<file path="src/rtl/simt_mask_pkg.sv">
package simt_mask_pkg;
  // strobes from control to datapath; at most one is high per cycle
  typedef struct packed {
    logic doPush;
    logic doComp;
    logic doPop;
  } mask_strobe_t;
endpackage

</file>
<file path="src/rtl/mask_stack_ctrl.sv">
module mask_stack_ctrl
  import simt_mask_pkg::*;
#(
  parameter int DEPTH = 8,
  localparam int PW = $clog2(DEPTH + 1)
) (
  input  logic          clk,
  input  logic          rst_n,
  input  logic          cmdPush,
  input  logic          cmdComp,
  input  logic          cmdPop,
  output mask_strobe_t  strb,
  output logic [PW-1:0] depthPtr,
  output logic          overflow,
  output logic          underflow
);
  logic isFull, isEmpty, popSel;

  assign isFull  = (depthPtr == PW'(DEPTH));
  assign isEmpty = (depthPtr == '0);
  // push outranks complement, complement outranks pop
  assign popSel  = !cmdPush && !cmdComp && cmdPop;

  always_comb begin
    strb.doPush = cmdPush && !isFull;
    strb.doComp = !cmdPush && cmdComp;
    strb.doPop  = popSel && !isEmpty;
  end

  always_ff @(posedge clk) begin
    if (!rst_n) begin
      depthPtr  <= '0;
      overflow  <= 1'b0;
      underflow <= 1'b0;
    end else begin
      if (strb.doPush)             depthPtr  <= depthPtr + 1'b1;
      else if (strb.doPop)         depthPtr  <= depthPtr - 1'b1;
      if (cmdPush && isFull)       overflow  <= 1'b1;
      if (popSel && isEmpty)       underflow <= 1'b1;
    end
  end

  // overflow is sticky
  assert_overflow_sticky_R6: assert property (@(posedge clk) disable iff (!rst_n)
    overflow |=> overflow);
  // underflow is sticky
  assert_underflow_sticky_R7: assert property (@(posedge clk) disable iff (!rst_n)
    underflow |=> underflow);
  // a push into a full stack leaves the depth alone
  assert_full_push_hold_R6: assert property (@(posedge clk) disable iff (!rst_n)
    (cmdPush && isFull) |=> $stable(depthPtr));
  // a pop from an empty stack keeps it empty
  assert_empty_pop_hold_R7: assert property (@(posedge clk) disable iff (!rst_n)
    (popSel && isEmpty) |=> (depthPtr == '0));
  // strobes stay mutually exclusive
  assert_one_strobe_R9: assert property (@(posedge clk) disable iff (!rst_n)
    $onehot0({strb.doPush, strb.doComp, strb.doPop}));
endmodule

</file>
<file path="src/rtl/mask_stack_dp.sv">
module mask_stack_dp
  import simt_mask_pkg::*;
#(
  parameter int LANES = 32,
  parameter int DEPTH = 8,
  localparam int PW = $clog2(DEPTH + 1),
  localparam int IW = (DEPTH > 1) ? $clog2(DEPTH) : 1
) (
  input  logic             clk,
  input  logic             rst_n,
  input  mask_strobe_t     strb,
  input  logic [PW-1:0]    depthPtr,
  input  logic [LANES-1:0] pred,
  output logic [LANES-1:0] activeMask,
  output logic             skipIf
);
  logic [LANES-1:0] saved [DEPTH];
  logic [LANES-1:0] enclosing, narrowed;
  logic [IW-1:0]    wrIdx, rdIdx;

  assign wrIdx     = IW'(depthPtr);
  assign rdIdx     = IW'(depthPtr - 1'b1);
  assign enclosing = (depthPtr == '0) ? '1 : saved[rdIdx];
  assign narrowed  = activeMask & pred;

  always_ff @(posedge clk) begin
    if (strb.doPush) saved[wrIdx] <= activeMask;
  end

  always_ff @(posedge clk) begin
    if (!rst_n) begin
      activeMask <= '1;
      skipIf     <= 1'b0;
    end else begin
      skipIf <= strb.doPush && (narrowed == '0);
      if (strb.doPush)      activeMask <= narrowed;
      else if (strb.doComp) activeMask <= enclosing & ~activeMask;
      else if (strb.doPop)  activeMask <= saved[rdIdx];
    end
  end

  // a push never enables a lane that was off
  assert_push_narrows_R2: assert property (@(posedge clk) disable iff (!rst_n)
    strb.doPush |=> ((activeMask & ~$past(activeMask)) == '0));
  // the else-path lanes are disjoint from the if-path lanes
  assert_comp_disjoint_R3: assert property (@(posedge clk) disable iff (!rst_n)
    strb.doComp |=> ((activeMask & $past(activeMask)) == '0));
  // the skip hint only appears with an empty mask
  assert_skip_empty_R8: assert property (@(posedge clk) disable iff (!rst_n)
    skipIf |-> (activeMask == '0));
  // idle cycles hold the mask
  assert_idle_hold_R10: assert property (@(posedge clk) disable iff (!rst_n)
    (strb == '0) |=> $stable(activeMask));
endmodule

</file>
<file path="src/rtl/simt_mask_stack.sv">
module simt_mask_stack
  import simt_mask_pkg::*;
#(
  parameter int LANES = 32,
  parameter int DEPTH = 8
) (
  input  logic             clk,
  input  logic             rst_n,
  input  logic             cmdPush,
  input  logic             cmdComp,
  input  logic             cmdPop,
  input  logic [LANES-1:0] pred,
  output logic [LANES-1:0] activeMask,
  output logic             skipIf,
  output logic             overflow,
  output logic             underflow
);
  localparam int PW = $clog2(DEPTH + 1);

  mask_strobe_t  strb;
  logic [PW-1:0] depthPtr;

  mask_stack_ctrl #(.DEPTH(DEPTH)) i_ctrl (
    .clk(clk), .rst_n(rst_n),
    .cmdPush(cmdPush), .cmdComp(cmdComp), .cmdPop(cmdPop),
    .strb(strb), .depthPtr(depthPtr),
    .overflow(overflow), .underflow(underflow)
  );

  mask_stack_dp #(.LANES(LANES), .DEPTH(DEPTH)) i_dp (
    .clk(clk), .rst_n(rst_n),
    .strb(strb), .depthPtr(depthPtr), .pred(pred),
    .activeMask(activeMask), .skipIf(skipIf)
  );
endmodule

</file>
<file path="config.mk">
export PLATFORM = sky130hd
export DESIGN_NAME = simt_mask_stack
export DESIGN_NICKNAME = d
export VERILOG_FILES = /design/src/rtl/simt_mask_pkg.sv /design/src/rtl/mask_stack_ctrl.sv /design/src/rtl/mask_stack_dp.sv /design/src/rtl/simt_mask_stack.sv
export SDC_FILE = /design/constraint.sdc
export NUM_CORES = 1
export LEC_CHECK = 0
export ABC_CLOCK_PERIOD_IN_PS = 11600
export BUFFER_PORTS_ARGS = -buffer_cell sky130_fd_sc_hd__buf_2
export CAP_MARGIN = 20
export CELL_PAD_IN_SITES_DETAIL_PLACEMENT = 1
export CELL_PAD_IN_SITES_GLOBAL_PLACEMENT = 2
export CORE_MARGIN = 8
export CORE_UTILIZATION = 40
export CTS_CLUSTER_DIAMETER = 60
export DETAILED_ROUTE_END_ITERATION = 10
export PLACE_DENSITY_LB_ADDON = 0.1
export REMOVE_ABC_BUFFERS = 1
export SYNTH_ARGS = -nofsm -noshare
export SYNTH_HDL_FRONTEND = slang
export SYNTH_SLANG_ARGS = --single-unit
</file>
<file path="constraint.sdc">
create_clock -name clk -period 11.6 [get_ports clk]
set_input_delay 2.9 -clock clk [delete_from_list [all_inputs] [get_ports clk]]
set_output_delay 2.9 -clock clk [all_outputs]
set_load 0.01 [all_outputs]
</file>
* Word level (Yosys, flattened, before mapping)
Memory sizes are Yosys's and may differ from the RTL's. Cells that the tools add are included.
Operators by class: $add $sub $neg 2, equality and inequality tests 1, multiplexer cells 8, bitwise gates (word level) 3, reduce and logical (&&, ||, !) cells 16
Operators by type and width (number):
- $mux W32 | 4
- $and A32 B32 Y32 | 2
- $logic_not A32 Y1 | 1
- $not A32 Y32 | 1
- $logic_and A1 B1 Y1 | 8
- $mux W4 | 2
- $add A4 B1 Y4 const B | 1
- $eq A4 B4 Y1 const B | 1
- $logic_not A1 Y1 | 4
- $logic_not A4 Y1 | 1
- $sub A4 B1 Y4 const B | 1
- $reduce_bool A3 Y1 | 1
- $mux W1 | 2
- $reduce_bool A2 Y1 | 1
Word-level totals: flip-flop bits (word level) 39, bits in writable memories 256, bits of input ports 37, word-level logic and storage cells 36, memories 1
Memories:
- i_dp.saved | depth 8, bits a word 32, rd ports 1, clocked after Yosys merged registers in 0, wr ports 1, line mask_stack_dp.sv:17 | logic [LANES-1:0] saved [DEPTH];

* Longest topological paths before layout
Gate-level depths: netlist (run 1).
depth in word-level cells 7, gate-level depth with buffers 9, mapped depth without buffers 6

* Hierarchy
A second synthesis (run 1) with hierarchy kept.
Second synthesis, totals: cell total of the unflattened synthesis 671, area, all modules 12031.5 um^2
Modules (own cells, without submodules):
- mask_stack_dp | times used 1, cells each 635, area an instance 11673.7 um^2, seq. area each 8348.0 um^2
- mask_stack_ctrl | times used 1, cells each 36, area an instance 357.8 um^2, seq. area each 120.1 um^2

* Least setup slack after synthesis (run 1)
No wires, ideal clock.
kind input port to flip-flop, start input cmdPush, end memory i_dp.saved[0][0] (enable), data arrival time 6475 ps, slack 4623 ps, stages 4, path through buf_2 -> clkbuf_1 -> nand2_1 -> nor4_1
Between the ends: cells in the longest elaborated chain, start to end 3
Ends and longest elaborated chain:
- from (decl) | line simt_mask_stack.sv:9 | input logic cmdPush,
- $logic_and A1 B1 Y1 | line mask_stack_ctrl.sv:25 | strb.doPush = cmdPush && !isFull;
- $mux W1 | line mask_stack_dp.sv:27 | if (strb.doPush) saved[wrIdx] <= activeMask;
- $mux W1 (not written as such) | line mask_stack_dp.sv:27
- to (decl) | line mask_stack_dp.sv:17
Every way passes these cells.

* Worst setup path in the final report (run 1)
start input cmdPush, end memory i_dp.saved[3][16] (enable)
The elaborated chain is that of the path after synthesis.

==> results.py, run 1 <==
metrics = {
    "timing": {
        "worst_pin_slew_ns": 0.984,
        "setup_tns_ns": 0,
        "max_freq_ghz": 0.203,
        "period_minus_slack_ns": 4.92,
        "max_slew_margin_pct": 34.0,
        "drv_slew": 0,
        "finalSetupViolations": 0,
        "hold_violations": 0,
        "setup_ws_ns": 6.68,
        "clock_skew_ns": 0.0237,
        "rsz0062_at_grt": "false",
        "post-route-period-util_pct": 42.4,
    },
    "synthesis": {
        "synth_cell_types": 47,
        "synth_seq_cells": 295,
        "synth_area_um2": 11800,
        "yosys_warnings": 0,
        "postSynthAreaPerCell_um2": 17.5,
        "synth_top_area_share_pct": 65.4,
        "seq_area_frac_synth_pct": 72.0,
        "synth_ff_type": "edfxtp_1",
        "async_reset_ff_share_pct": 0,
        "synthCells": 671,
        "netlist_top_cells_area": "edfxtp_1 (65%), mux4_2 (12%), dfxtp_1 (6.6%)",
        "yosys.area.top_type": "edfxtp_1",
        "synth_edf_count": 256,
    },
    "power": {
        "leakagePower_uw": 0.00453,
        "power_density_nw_per_um2": 259,
        "ir_drop_mv": 0.126,
        "finalPower_uw": 3580,
    },
    "worst_setup_path": {
        "cp.required_ns": 11.75,
        "crit_chain": "buf_2 > buf_4 > nand2_1 > nor3_2 > buf_4",
        "criticalPathCategory": "in2reg",
        "endpoint_kind": "register",
        "worst_r2r_startpoint": "i_ctrl.depthPtr[0]$_SDFFE_PN0P_",
        "crit_path_max_incr_delay_ns": 0.81,
        "arrival_ns": 5.07,
        "crit_top_cell": "buf_4",
        "start_kind": "primary input",
        "worstPathMaxFanout": 45,
        "critPathLaunch": "cmdPush",
        "crit_slowest_cell": "nor3_2",
    },
    "route": {
        "ant_nets": 0,
        "drc": 0,
        "vias": 6499,
        "drt-pass1-iter-count": 4,
        "post_drt_wl_per_cell_um": 24.4,
        "drt_wl_total_mm": 28.4,
        "first_iter_violations": 403,
        "avgViaCountPerCell": 5.59,
    },
    "finish": {
        "diodes": 0,
        "num-fill-cells": 2769,
        "syn_to_final_growth_pct": 17.3,
        "final_cell_mix": "edfxtp_1 (256), buf_2 (71), mux4_2 (64)",
        "final_util_pct": 47.8,
        "fin_cells": 1162,
        "final_common_cell": "edfxtp_1",
        "final_nets": 790,
        "drive_gt1_share_pct": 29.3,
    },
    "die": {
        "die_h_um": 187,
        "rows": 62,
        "die_x_um": 187,
        "core_um2": 28900,
        "die_area_um2": 35100,
        "start_util_pct": 40.8,
        "ios": 72,
    },
    "run_status": {
        "status": "finished, final reports clean",
    },
    "global_route": {
        "antenna_found_initial": 0,
        "grt_usage_pct": 16.3,
        "grt.overflow.total": 0,
        "grt_max_degree": 49,
        "grt_pass1_vias": 7152,
        "grt_first_pass_wirelength_mm": 44.3,
    },
    "placement": {
        "portBuffers": 71,
        "placed_cells": 1098,
        "hpwl_mm": 16.1,
        "pre_cts_slack_ns": 6.18,
        "place_congestion": 0.697,
    },
    "clock_network": {
        "tritoncts": "yes",
        "clock-root-buffer": "clkbuf_16",
        "cts-buffers-inserted": 35,
        "htree_levels": 2,
        "cts_sinks": 295,
        "holdBufCountCts": 0,
        "clkTransAtPathRegs_ns": 0.06,
        "post_cts.repair.setup_buffers": 0,
        "cts_resized": 0,
        "cts_buffer_depth": 3,
        "clk_latency_ns": 0.51,
    },
    "worst_hold_path": {
        "hp-start": "i_ctrl.overflow$_SDFFE_PN0P_",
        "hp-class": "reg2reg",
    },
    "job": {
        "drv_cap": 0,
    },
}
[critical path: cells and delay by family]
family        cells  cell delay [ns]
buf+inv           3             1.03
simple gates      2             1.10
[stage by stage]
step	cell area [um2]	hold WS (ns)
3_3_place_gp	12500	0.445
4_1_cts	13800	0.460
2_1_floorplan	11500	0.479
3_5_place_dp	12600	0.451
5_1_grt	13800	0.477
6_report	13800	0.453
[Yosys cell counts (2+ instances only)]
master	number
nor2_1	37
edfxtp_1	256
o311ai_1	32
ha_1	2
clkbuf_1	11
mux4_2	64
o21ai_0	34
buf_1	4
clkbuf_4	4
nor2b_1	3
nand2b_1	3
mux2i_1	2
and3_1	32
buf_4	12
a22o_1	6
a22oi_1	3
dfxtp_1	39
and2_1	2
a31oi_1	2
a221oi_1	6
nand2_1	40
o21ai_1	31
nand4_1	3
nor3_1	5
buf_2	14
inv_1	3
[registers in the layout, summed over array words and instances, names as in the netlist]
| name | count |
|---|---|
| i_ctrl.depthPtr | 4 |
| i_ctrl.overflow | 1 |
| i_ctrl.underflow | 1 |
| i_dp.activeMask | 32 |
| i_dp.saved | 256 |
| i_dp.skipIf | 1 |
[area by class of cell]
| type | count | area, um2 | area share, % |
|---|---|---|---|
| clock inverter | 19 | 246 | 1.79 |
| tap | 384 | 480 | 3.48 |
| inverter | 3 | 11.3 | 0.0816 |
| multi-input combinational | 328 | 3100 | 22.5 |
| sequential | 295 | 8470 | 61.4 |
| timing repair buffer | 88 | 512 | 3.71 |
| clock buffer | 45 | 975 | 7.06 |
[report_power, final]
| group | leakage, uW | internal (uW) | switching (uW) |
|---|---|---|---|
| sequential | 0.00260 | 1400 | 180 |
| clock | 0.000602 | 711 | 436 |
| combinational | 0.00133 | 361 | 487 |
| total | 0.00453 | 2470 | 1100 |
[layer usage]
| layer | vias to the layer above | global-route usage, % | part of all wire, % |
|---|---|---|---|
| met3 | 49 | 2.93 | 4.3 |
| met5 | - | 0 | 0 |
| met1 | 3408 | 22.4 | 46 |
| met2 | 151 | 26.3 | 48 |
| met4 | 0 | 4.67 | 2.1 |
| li1 | 2891 | - | - |
[cell families (layout without fill, tap and decap cells)]
group | Yosys count | after routing | share of synthesized area [%]
flops | 295 | 295 | 72.0
simple gates | 134 | 134 | 5.71
compound gates | 122 | 122 | 7.05
mux | 67 | 67 | 12.6
buf+inv | 48 | 155 | 2.19
xor+xnor | 3 | 3 | 0.287
fa+ha+maj | 2 | 2 | 0.213
[worst paths after layout]
path                                       end  cells after the start  slack [ns]
setup reg to reg   i_dp.saved[3][16]$_DFFE_PP_                      6        8.08
hold reg to reg   i_ctrl.overflow$_SDFFE_PN0P_                      2        0.45
hold / removal    i_ctrl.overflow$_SDFFE_PN0P_                      2        0.45
setup / recovery   i_dp.saved[3][16]$_DFFE_PP_                      5        6.68
Power figures use the tool's default switching activity.
==> run 2, diff against run 1 <==
--- a/config.mk
+++ b/config.mk
@@ -5,13 +5,14 @@
 export SDC_FILE = /design/constraint.sdc
 export NUM_CORES = 1
 export LEC_CHECK = 0
-export ABC_CLOCK_PERIOD_IN_PS = 11600
+export ABC_AREA = 1
+export ABC_CLOCK_PERIOD_IN_PS = 4500
 export BUFFER_PORTS_ARGS = -buffer_cell sky130_fd_sc_hd__buf_2
 export CAP_MARGIN = 20
 export CELL_PAD_IN_SITES_DETAIL_PLACEMENT = 1
 export CELL_PAD_IN_SITES_GLOBAL_PLACEMENT = 2
 export CORE_MARGIN = 8
-export CORE_UTILIZATION = 40
+export CORE_UTILIZATION = 36
 export CTS_CLUSTER_DIAMETER = 60
 export DETAILED_ROUTE_END_ITERATION = 10
 export PLACE_DENSITY_LB_ADDON = 0.1
==> constraint.sdc (replaced) <==
create_clock -name clk -period 4.5 [get_ports clk]
set_input_delay 1.125 -clock clk [delete_from_list [all_inputs] [get_ports clk]]
set_output_delay 1.125 -clock clk [all_outputs]
set_load 0.01 [all_outputs]
==> run 2 against run 1 <==
  * Area after synthesis increased by 9.0%
  * Critical path depth grew 2
  * Flip-flop and latch count unchanged
  * Power up 110%
  * Routed wire length rose by 30%
  * Non-clock buffer count rose by 3
  * First-iteration DRC count increased by 28%
  * Cell area rose by 7.7%
  * Critical path type is now reg2reg
==> results.py, run 2 <==
metrics = {
    "finish": {
        "fin_area_um2": 14900,
        "num-fill-cells": 3966,
        "drive_gt1_share_pct": 12.5,
        "syn_to_final_growth_pct": 15.9,
        "largest_reg_flops": 256,
        "final_cell_mix": "nand2_1 (421), nand3_1 (260), edfxtp_1 (256)",
        "multi_input_area_um2": 3580,
        "largestRegisters": "i_dp.saved x256, i_dp.activeMask x32, i_ctrl.depthPtr x4",
        "ff_latch_area_um2": 8470,
        "top_register": "i_dp.saved",
        "final_nets": 1376,
        "diodes": 0,
        "final_common_cell": "nand2_1",
        "fin_cells": 1828,
    },
    "worst_setup_path": {
        "start_kind": "register",
        "crit_end": "i_dp.saved[7][2]$_DFFE_PP_",
        "endpoint_kind": "register",
        "r2r_slack_ns": 1.13,
        "worstPathMaxFanout": 70,
        "criticalPathCategory": "reg2reg",
        "critPathLaunch": "i_ctrl.depthPtr[0]$_SDFFE_PN0P_",
        "arrival_ns": 3.63,
        "rr_endpoint": "i_dp.saved[7][2]$_DFFE_PP_",
        "r2r_cells": 7,
        "cp.required_ns": 4.76,
        "worst_r2r_startpoint": "i_ctrl.depthPtr[0]$_SDFFE_PN0P_",
    },
    "synthesis": {
        "synth_edf_count": 256,
        "synth_cell_types": 32,
        "yosys.area.top_type": "edfxtp_1",
        "netlist_top_cells_area": "edfxtp_1 (60%), nand2_1 (12%), nand3_1 (10%)",
        "synthCells": 1278,
        "synth_seq_cells": 295,
        "postSynthAreaPerCell_um2": 10.0,
        "seq_area_frac_synth_pct": 66.0,
        "netlist_top_cells_count": "nand2_1 (422), nand3_1 (261), edfxtp_1 (256)",
        "synth_ff_type": "edfxtp_1",
        "yosys_warnings": 0,
        "synth_top_area_share_pct": 60.0,
        "synth_area_um2": 12800,
        "async_reset_ff_share_pct": 0,
        "yosysMostFrequentCell": "nand2_1",
    },
    "placement": {
        "placed_cells": 1758,
        "place_congestion": 0.726,
        "pre_cts_slack_ns": 1.02,
        "hpwl_mm": 20.6,
        "postPlaceCellArea_um2": 13600,
        "portBuffers": 71,
    },
    "global_route": {
        "grt.overflow.total": 0,
        "antenna_found_initial": 0,
        "grt_max_degree": 77,
        "grt_usage_pct": 17.7,
        "grt_first_pass_wirelength_mm": 57.2,
        "grt_pass1_vias": 9504,
    },
    "worst_hold_path": {
        "hp-class": "reg2reg",
    },
    "clock_network": {
        "clkTransAtPathRegs_ns": 0.06,
        "tritoncts": "yes",
        "cts_resized": 0,
        "cts_buffer_depth": 3,
        "post_cts.repair.setup_buffers": 0,
        "cts-buffers-inserted": 38,
        "clk_latency_ns": 0.52,
        "cts_sinks": 295,
        "holdBufCountCts": 0,
        "clock-root-buffer": "clkbuf_16",
        "htree_levels": 2,
    },
    "timing": {
        "post-route-period-util_pct": 75.0,
        "period_minus_slack_ns": 3.37,
        "setup_ws_ns": 1.13,
        "hold_violations": 0,
        "drv_slew": 0,
        "worst_pin_slew_ns": 0.967,
        "finalSetupViolations": 0,
        "rsz0062_at_grt": "false",
        "max_slew_margin_pct": 35.5,
        "max_freq_ghz": 0.296,
        "clock_skew_ns": 0.0159,
    },
    "route": {
        "drt_wl_total_mm": 36.8,
        "ant_nets": 0,
        "drt-pass1-iter-count": 4,
        "drc": 0,
        "first_iter_violations": 514,
        "avgViaCountPerCell": 5.04,
        "vias": 9219,
        "post_drt_wl_per_cell_um": 20.1,
    },
    "run_status": {
        "status": "finished, final reports clean",
    },
    "die": {
        "start_util_pct": 36.3,
        "die_area_um2": 41900,
        "rows": 69,
        "core_um2": 35300,
        "ios": 72,
        "die_x_um": 205,
        "die_h_um": 205,
    },
    "job": {
        "drv_cap": 0,
    },
    "power": {
        "power_density_nw_per_um2": 508,
        "ir_drop_mv": 0.259,
        "leakagePower_uw": 0.00607,
        "finalPower_uw": 7540,
    },
}
==> run 2: changes by cell type in the layout (fill, tap and decap cells not counted), moves of 4 or more <==
cell | previous run | this run
clkinv_2 | 5 | 11
mux4_2 | 64 | 0
inv_1 | 3 | 105
o21ai_1 | 31 | 39
nand2_1 | 40 | 421
clkinv_1 | 4 | 11
o311ai_1 | 32 | 0
nand3_1 | 0 | 260
o21ai_0 | 34 | 28
nor2_1 | 34 | 14
clkbuf_16 | 36 | 41
and3_1 | 32 | 0
a221oi_1 | 6 | 0
clkbuf_8 | 4 | 0
==> run 2: worst min-delay path by stage <==
| stage | end | slack [ns] | depth (start not counted) | startpoint |
|---|---|---|---|---|
| 2_1_floorplan | i_ctrl.underflow$_SDFFE_PN0P_ | 0.50 | 2 | i_ctrl.underflow$_SDFFE_PN0P_ |
| 3_3_place_gp | i_ctrl.overflow$_SDFFE_PN0P_ | 0.45 | 1 | i_ctrl.overflow$_SDFFE_PN0P_ |
| 3_5_place_dp | i_ctrl.overflow$_SDFFE_PN0P_ | 0.46 | 1 | i_ctrl.overflow$_SDFFE_PN0P_ |
| 4_1_cts | i_ctrl.overflow$_SDFFE_PN0P_ | 0.47 | 1 | i_ctrl.overflow$_SDFFE_PN0P_ |
| 5_1_grt | i_ctrl.overflow$_SDFFE_PN0P_ | 0.52 | 1 | i_ctrl.overflow$_SDFFE_PN0P_ |
| 6_report | i_ctrl.overflow$_SDFFE_PN0P_ | 0.47 | 1 | i_ctrl.overflow$_SDFFE_PN0P_ |
==> run 2: kinds of logic after synthesis <==
logic type | synth area share (%)
and+or+nand+nor | 23.8
DFF | 66.0
buffers and inverters | 6.34
AOI/OAI and AO/OA | 3.60
adders and majority gates | 0.195
==> run 2: area by class of cell <==
cell class	instances	share of cell area, %
flip-flops and latches	295	57.0
multi-input cells	796	24.1
clock buffers	45	7.01
well taps	461	3.88
repair buffers	91	3.82
inverters	115	2.95
clock inverters	25	1.27
==> run 2: metal layers <==
layer	GRT usage [%]	wire (um)	up-vias
li1	-	-	4445
met1	24.3	17700	4589
met2	29.1	17300	140
met3	2.47	1220	45
met4	4.27	619	0
met5	0	0	-
==> run 2: critical path: stages, from the launching register on <==
cell	delay, ns
dfxtp_4	0.56
inv_4	0.13
buf_4	0.56
buf_4	0.73
nor3_1	0.14
nand2_1	0.12
clkinv_1	0.44
buf_12	0.37
==> run 2: power by group <==
group | switching [uW] | internal, uW
registers | 197 | 3200
logic | 820 | 357
clock network | 1190 | 1780
==> run 2: through the flow <==
step	setup TNS, ns	hold WS [ns]	util, %
5_1_grt	0	0.517	42.1
6_report	0	0.469	42.1
3_3_place_gp	0	0.449	38.6
2_1_floorplan	-673.75	0.504	-
3_5_place_dp	0	0.459	38.6
4_1_cts	0	0.474	42.1
